**config.mk**
```make
export PLATFORM = sky130hd
export DESIGN_NAME = tpg_top
export DESIGN_NICKNAME = d
export VERILOG_FILES = /design/src/rtl/tpg_pkg.sv /design/src/rtl/tpg_alarm_seq.sv /design/src/rtl/tpg_lfsr.sv /design/src/rtl/tpg_top.sv
export SDC_FILE = /design/constraint.sdc
export NUM_CORES = 1
export LEC_CHECK = 0
export ABC_AREA = 1
export BUFFER_PORTS_ARGS = -buffer_cell sky130_fd_sc_hd__buf_4
export CAP_MARGIN = 20
export CELL_PAD_IN_SITES_DETAIL_PLACEMENT = 1
export CELL_PAD_IN_SITES_GLOBAL_PLACEMENT = 2
export CORE_MARGIN = 2
export CORE_UTILIZATION = 41
export DETAILED_ROUTE_END_ITERATION = 8
export GPL_ROUTABILITY_DRIVEN = 1
export PLACE_DENSITY = 0.85
export SLEW_MARGIN = 10
export SYNTH_ARGS = -nofsm -noshare
export SYNTH_HDL_FRONTEND = slang
export SYNTH_SLANG_ARGS = --single-unit
```
**constraint.sdc**
```tcl
create_clock -name clk -period 5.6 [get_ports clk]
set_clock_uncertainty 0.15 [all_clocks]
set_input_delay 1.12 -clock clk [delete_from_list [all_inputs] [get_ports clk]]
set_output_delay 1.12 -clock clk [all_outputs]
set_load 0.03 [all_outputs]
```
**src/rtl/tpg_pkg.sv**
```systemverilog
package tpg_pkg;

  typedef enum logic [2:0] {
    PAT_USER  = 3'd0,
    PAT_ONES  = 3'd1,
    PAT_ALT   = 3'd2,
    PAT_ALARM = 3'd3,
    PAT_PN15  = 3'd4,
    PAT_PN23  = 3'd5
  } pat_mode_e;

  localparam logic [1:0] RATE_E3  = 2'd0;
  localparam logic [1:0] RATE_DS3 = 2'd1;

  // Effective pattern from enable, select and rate.
  function automatic pat_mode_e pick_mode(input logic en, input logic [1:0] sel,
                                          input logic [1:0] rate);
    pat_mode_e m;
    if (!en) m = PAT_USER;
    else begin
      case (sel)
        2'd0: m = PAT_USER;
        2'd1: m = PAT_ONES;
        2'd2: m = (rate == RATE_DS3) ? PAT_ALARM : PAT_ALT;
        default: m = (rate == RATE_E3) ? PAT_PN23 : PAT_PN15;
      endcase
    end
    return m;
  endfunction

  // Overhead bit of the alarm multiframe for a given subframe / block.
  function automatic logic alarm_overhead(input int sub, input int blk);
    logic [6:0] lead_bits;
    logic b;
    lead_bits = 7'b0100011;   // subframe 0 in bit 0
    case (blk)
      0:       b = lead_bits[sub];
      1, 7:    b = 1'b1;       // F1, F4
      default: b = 1'b0;       // C bits, F2, F3
    endcase
    return b;
  endfunction

  // One Fibonacci step: shift left, feed back top XOR tap.
  function automatic logic [31:0] lfsr_step(input logic [31:0] s, input int n, input int tap);
    logic [31:0] r;
    logic fb;
    fb = s[n-1] ^ s[tap-1];
    r = {s[30:0], fb};
    r = r & ((32'd1 << n) - 32'd1);
    return r;
  endfunction

endpackage

```
**src/rtl/tpg_alarm_seq.sv**
```systemverilog
module tpg_alarm_seq #(
  parameter int PAYLOAD = 84,
  parameter int BLOCKS  = 8,
  parameter int SUBS    = 7
) (
  input  logic clk,
  input  logic rst_n,
  input  logic restart,
  input  logic advance,
  output logic bit_o,
  output logic [$clog2(PAYLOAD+1)-1:0] pos_o,
  output logic [$clog2(BLOCKS)-1:0]    blk_o,
  output logic [$clog2(SUBS)-1:0]      sub_o
);
  import tpg_pkg::*;

  localparam int KW = $clog2(PAYLOAD + 1);
  localparam int BW = $clog2(BLOCKS);
  localparam int SW = $clog2(SUBS);
  localparam logic [KW-1:0] K_LAST = KW'(PAYLOAD);
  localparam logic [BW-1:0] B_LAST = BW'(BLOCKS - 1);
  localparam logic [SW-1:0] S_LAST = SW'(SUBS - 1);

  logic [KW-1:0] k_q, k_cur;
  logic [BW-1:0] b_q, b_cur;
  logic [SW-1:0] s_q, s_cur;
  logic k_wrap, b_wrap;

  always_comb begin
    k_cur = restart ? '0 : k_q;
    b_cur = restart ? '0 : b_q;
    s_cur = restart ? '0 : s_q;
    k_wrap = (k_cur == K_LAST);
    b_wrap = (b_cur == B_LAST);
    if (k_cur == '0) bit_o = alarm_overhead(int'(s_cur), int'(b_cur));
    else             bit_o = k_cur[0];
  end

  always_ff @(posedge clk or negedge rst_n) begin
    if (!rst_n) begin
      k_q <= '0;
      b_q <= '0;
      s_q <= '0;
    end else if (advance) begin
      k_q <= k_wrap ? '0 : k_cur + 1'b1;
      if (k_wrap) begin
        b_q <= b_wrap ? '0 : b_cur + 1'b1;
        if (b_wrap) s_q <= (s_cur == S_LAST) ? '0 : s_cur + 1'b1;
        else        s_q <= s_cur;
      end else begin
        b_q <= b_cur;
        s_q <= s_cur;
      end
    end
  end

  assign pos_o = k_q;
  assign blk_o = b_q;
  assign sub_o = s_q;

endmodule

```
**src/rtl/tpg_lfsr.sv**
```systemverilog
module tpg_lfsr #(
  parameter int N   = 15,
  parameter int TAP = 14
) (
  input  logic clk,
  input  logic rst_n,
  input  logic restart,
  input  logic advance,
  output logic bit_o,
  output logic zero_o
);
  import tpg_pkg::*;

  logic [N-1:0] st_q, st_cur;
  logic [31:0] nxt;

  always_comb begin
    st_cur = (restart || st_q == '0) ? '1 : st_q;
    bit_o  = st_cur[N-1];
    nxt    = lfsr_step(32'(st_cur), N, TAP);
  end

  always_ff @(posedge clk or negedge rst_n) begin
    if (!rst_n)                   st_q <= '1;
    else if (restart || advance)  st_q <= nxt[N-1:0];
  end

  assign zero_o = (st_q == '0);

endmodule

```
**src/rtl/tpg_top.sv**
```systemverilog
module tpg_top #(
  parameter int AIS_PAYLOAD = 84,
  parameter int AIS_BLOCKS  = 8,
  parameter int AIS_SUBS    = 7,
  parameter int PN_S_LEN    = 15,
  parameter int PN_S_TAP    = 14,
  parameter int PN_L_LEN    = 23,
  parameter int PN_L_TAP    = 18
) (
  input  logic       clk,
  input  logic       rst_n,
  input  logic       gen_en,
  input  logic [1:0] pat_sel,
  input  logic [1:0] line_rate,
  input  logic       usr_bit,
  output logic       tx_bit
);
  import tpg_pkg::*;

  localparam int PN_LEN [2] = '{PN_S_LEN, PN_L_LEN};
  localparam int PN_TAP [2] = '{PN_S_TAP, PN_L_TAP};

  pat_mode_e mode, mode_q;
  logic      mode_chg;
  logic      alt_q;
  logic      alarm_bit;
  logic [1:0] pn_bit, pn_zero, pn_sel;
  logic      nxt_bit;
  logic [$clog2(AIS_PAYLOAD+1)-1:0] ais_pos;
  logic [$clog2(AIS_BLOCKS)-1:0]    ais_blk;
  logic [$clog2(AIS_SUBS)-1:0]      ais_sub;

  assign mode     = pick_mode(gen_en, pat_sel, line_rate);
  assign mode_chg = (mode != mode_q);
  assign pn_sel   = {mode == PAT_PN23, mode == PAT_PN15};

  tpg_alarm_seq #(.PAYLOAD(AIS_PAYLOAD), .BLOCKS(AIS_BLOCKS), .SUBS(AIS_SUBS)) u_alarm (
    .clk     (clk),
    .rst_n   (rst_n),
    .restart (mode_chg && mode == PAT_ALARM),
    .advance (mode == PAT_ALARM),
    .bit_o   (alarm_bit),
    .pos_o   (ais_pos),
    .blk_o   (ais_blk),
    .sub_o   (ais_sub)
  );

  for (genvar g = 0; g < 2; g++) begin : g_pn
    tpg_lfsr #(.N(PN_LEN[g]), .TAP(PN_TAP[g])) u_lfsr (
      .clk     (clk),
      .rst_n   (rst_n),
      .restart (mode_chg && pn_sel[g]),
      .advance (pn_sel[g]),
      .bit_o   (pn_bit[g]),
      .zero_o  (pn_zero[g])
    );
  end

  always_comb begin
    case (mode)
      PAT_ONES:  nxt_bit = 1'b1;
      PAT_ALT:   nxt_bit = mode_chg ? 1'b1 : alt_q;
      PAT_ALARM: nxt_bit = alarm_bit;
      PAT_PN15:  nxt_bit = pn_bit[0];
      PAT_PN23:  nxt_bit = pn_bit[1];
      default:   nxt_bit = usr_bit;
    endcase
  end

  always_ff @(posedge clk or negedge rst_n) begin
    if (!rst_n) begin
      mode_q <= PAT_USER;
      alt_q  <= 1'b1;
      tx_bit <= 1'b0;
    end else begin
      mode_q <= mode;
      tx_bit <= nxt_bit;
      if (mode == PAT_ALT) alt_q <= ~nxt_bit;
    end
  end

endmodule

```
==> impl_results.md <==
* Total Wirelength at 6060 µm
* Initial antenna violation count at 0
* DP Area at around 3100 µm²
* Max Slew Vio Count at 0
* Synth Warn # at 0
* Combinational share of power at around a fifth
* Cell taking the most area after synthesis: dfstp_2
* Cell-by-cell trace of the critical path: buf_4 -> nand2_1 -> clkinv_1 -> nand2_1 -> nand3_2 -> inv_2 -> nand2_2 -> inv_4 -> nand2_8 -> inv_1 -> nor2_1 -> inv_1 -> ha_1 -> inv_1 -> nor4_1 -> nand4_4 -> nor2_2 -> mux2_2
* Nets at between 300 and 400
* Worst R2R Setup Slack at 2910 ps
* Worst-Margin Slew at ~1000 ps
* Crit Path Max Fanout at 17
* Post-DRT Antenna Nets at 0
* Internal at between 0.7 and 0.8 mW
* Diode count at 0
* I/O pins at 9
* Max cap viols at 0
* Total power at roughly 1.1 mW
* FMAX at 0.274 GHz
* Number of flops mapped to enable cells by yosys at 0
* Worst EP required at 5650 ps
* TritonCTS clock tree: built
* Chip Width at about 90 µm
* Commonest register cell after synthesis: dfstp_2
* Sw Ratio at between 30% and 40%
* CP startpoint: pat_sel[1]
* CP peak stage delay at 440 ps
* # hold bufs at CTS at 0
* Mapped cell area at 3010 µm²
* Fillers at 860
* Worst hold start: alt_q
* Root buffer cell: clkbuf_8
* GRT Util Overall at between 10% and 20%
* CTS H-tree lvls at 2
* WL per Instance at about 13 µm
* Final setup violation count at 0
* Status: completed
* Post-CTS sizing at 0
* R2r startpoint: mode_q[2]
* Vias in the first global route at 2317
* CTS sink count at 56
* Drt first pass iters at 4
* Critical Path End Type: flip-flop
* Clock power share at between 20 and 25%
* Sequential share of power at 55.1%
* Post-DP HPWL at around 4400 µm
* Vias per cell at approximately 4.8
* Crit start category: primary input
* Worst vdd ir at ~0.11 mV
* Synth top cells by count: inv_1 (81), nand2_1 (66), dfstp_2 (39), o21ai_0 (27), nand3_1 (25)
* Placer Congestion at between 0.7 and 0.8
* Min cycle time layout at approximately 3700 ps
* Total congestion overflow at 0
* First-pass GRT wire length at a little over 10000 µm
* Fraction of registers with async set/reset at 100%
* DR DRC count at 0
* Clk_lat worst skew at between 300 and 400 ps
* Lkg Pwr at 1.60 nW
* Slowest stage cell, crit path: nor4_1
* CP Class: in2reg
* Slew headroom at around a third
* Power per cell area at 341 nW/µm²
* Synth Net Count at around 380
* Final hold vios at 0
* Switching pwr at roughly 0.34 mW
* Setup repair bufs after CTS at 0
* Final Cell Area at 3260 µm²
* Share of cells above drive strength 1 at 20.8%
* Starting Density at approximately two fifths
* Setup TNS at 0 ps
* Sequential share of the synthesized area at between 40% and 50%
* Area grow syn2layout at 8.49%
* Post-synth top area share at between 30 and 40%
* Crit path DAT at approximately 3700 ps
* Synth unique cells at 43
* Port bufs at 8
* Row count at 31
* Unrepaired setup endpoints after global routing: no
* Critical Path Most Common Cell: inv_1
* Initial DRC Count at 80
* Placeable Area at about 7000 µm²
* Pin count of the biggest net entering global routing at 57
* Hold/Removal Path Class: reg2reg
* Clk buf depth at 2
* Via Count at roughly 2300
* Fin crit share at 65.2%
* Synth area leaders: dfstp_2 (34%), dfrtp_1 (14%), inv_1 (10%)
* Die Height at 89.7 µm
* Cells after Synth at 364
* Seq cells post-synth at between 50 and 60
* Syn avg cell area at approximately 8.3 µm²
* Clk pin slew, worst setup/hold paths at about 100 ps
* Num CTS Buffers at 5
* Die ar. at 8040 µm²
* Count leader, synth: inv_1
## kinds of logic after synthesis
logic type	Yosys count	share of synthesized area (%)
fa+ha+maj	6	2.50
simple gates	144	23.6
mux	2	0.707
flops	56	48.2
xor+xnor	6	1.75
compound gates	56	10.9
buf+inv	94	12.3
## stage by stage
stage                     hold WS [ps]  util (%)  setup slack [ps]  instances
after floorplan                    288         -              2200        364
after global placement             298      43.9              1730        462
after detailed placement           317      43.9              1610        462
after CTS                          335      45.5              1920        470
after global routing               352      45.5              1690        470
final                              330      45.5              1950        470
## power groups by stage
| stage | registers (mW) | clock network [mW] | logic (mW) |
|---|---|---|---|
| CTS | 0.613 | 0.284 | 0.234 |
| global placement | 0.615 | 0 | 0.223 |
| finish | 0.612 | 0.272 | 0.227 |
| detailed placement | 0.620 | 0 | 0.232 |
| floorplan | 0.600 | 0 | 0.180 |
| global route | 0.626 | 0.302 | 0.263 |
## layer usage
metal	global-route usage, %	vias up	routed length, µm	share of wire, %
met1	20.2	1078	2850	47
met4	4.48	0	65	1.1
met5	0	-	0	0
met2	29.7	10	3050	50
met3	3.29	5	93	1.5
li1	-	1158	-	-
## worst paths after layout
check / cells past startpoint / to
min reg2reg: 2 / alt_q
max in group asynchronous: 1 / u_alarm.blk_o[2]
min in group asynchronous: 1 / mode_q[2]
max reg2reg: 15 / u_alarm.blk_o[1]
max: 18 / u_alarm.blk_o[1]
min: 2 / alt_q
## cells in the final DEF, fill, tap and decap left out, types with 2 or more instances in the layout
| cell | instances |
|---|---|
| nand4_1 | 8 |
| nor4_1 | 4 |
| nand3b_1 | 2 |
| nand2_2 | 3 |
| buf_4 | 9 |
| inv_1 | 81 |
| nor2_2 | 4 |
| nand2_1 | 66 |
| o21ai_1 | 3 |
| nand3_1 | 25 |
| nor3_1 | 3 |
| dfstp_2 | 39 |
| o21bai_1 | 2 |
| o22ai_1 | 15 |
| dfrtp_1 | 17 |
| o21ai_0 | 27 |
| xnor2_1 | 2 |
| clkinv_4 | 2 |
| xor2_1 | 4 |
| ha_1 | 6 |
| clkbuf_8 | 5 |
| a21oi_1 | 4 |
| nor2_1 | 20 |
## flip-flops by register name, indices dropped and copies added (netlist names)
register and cells:
mode_q 3, u_alarm.blk_o 3, u_alarm.pos_o 7, alt_q 1, tx_bit 1, g_pn.u_lfsr.st_q 38
u_alarm.sub_o 3
## final cells by class
type | instances | area, µm² | area share [%]
Sequential cell | 56 | 1450 | 44.4
Multi-Input combinational cell | 214 | 1190 | 36.4
Inverter | 84 | 318 | 9.74
Tap cell | 99 | 124 | 3.80
Clock buffer | 5 | 68.8 | 2.11
Timing Repair Buffer | 9 | 67.6 | 2.07
Clock inverter | 3 | 47.5 | 1.46
## worst max-delay path: cells and delay by family
family | cells | cell delay [ps]
muxes | 1 | 350
adders and majority gates | 1 | 130
buffers and inverters | 7 | 640
and+or+nand+nor | 9 | 1430
Note: power is estimated with default switching activity, not from simulation.
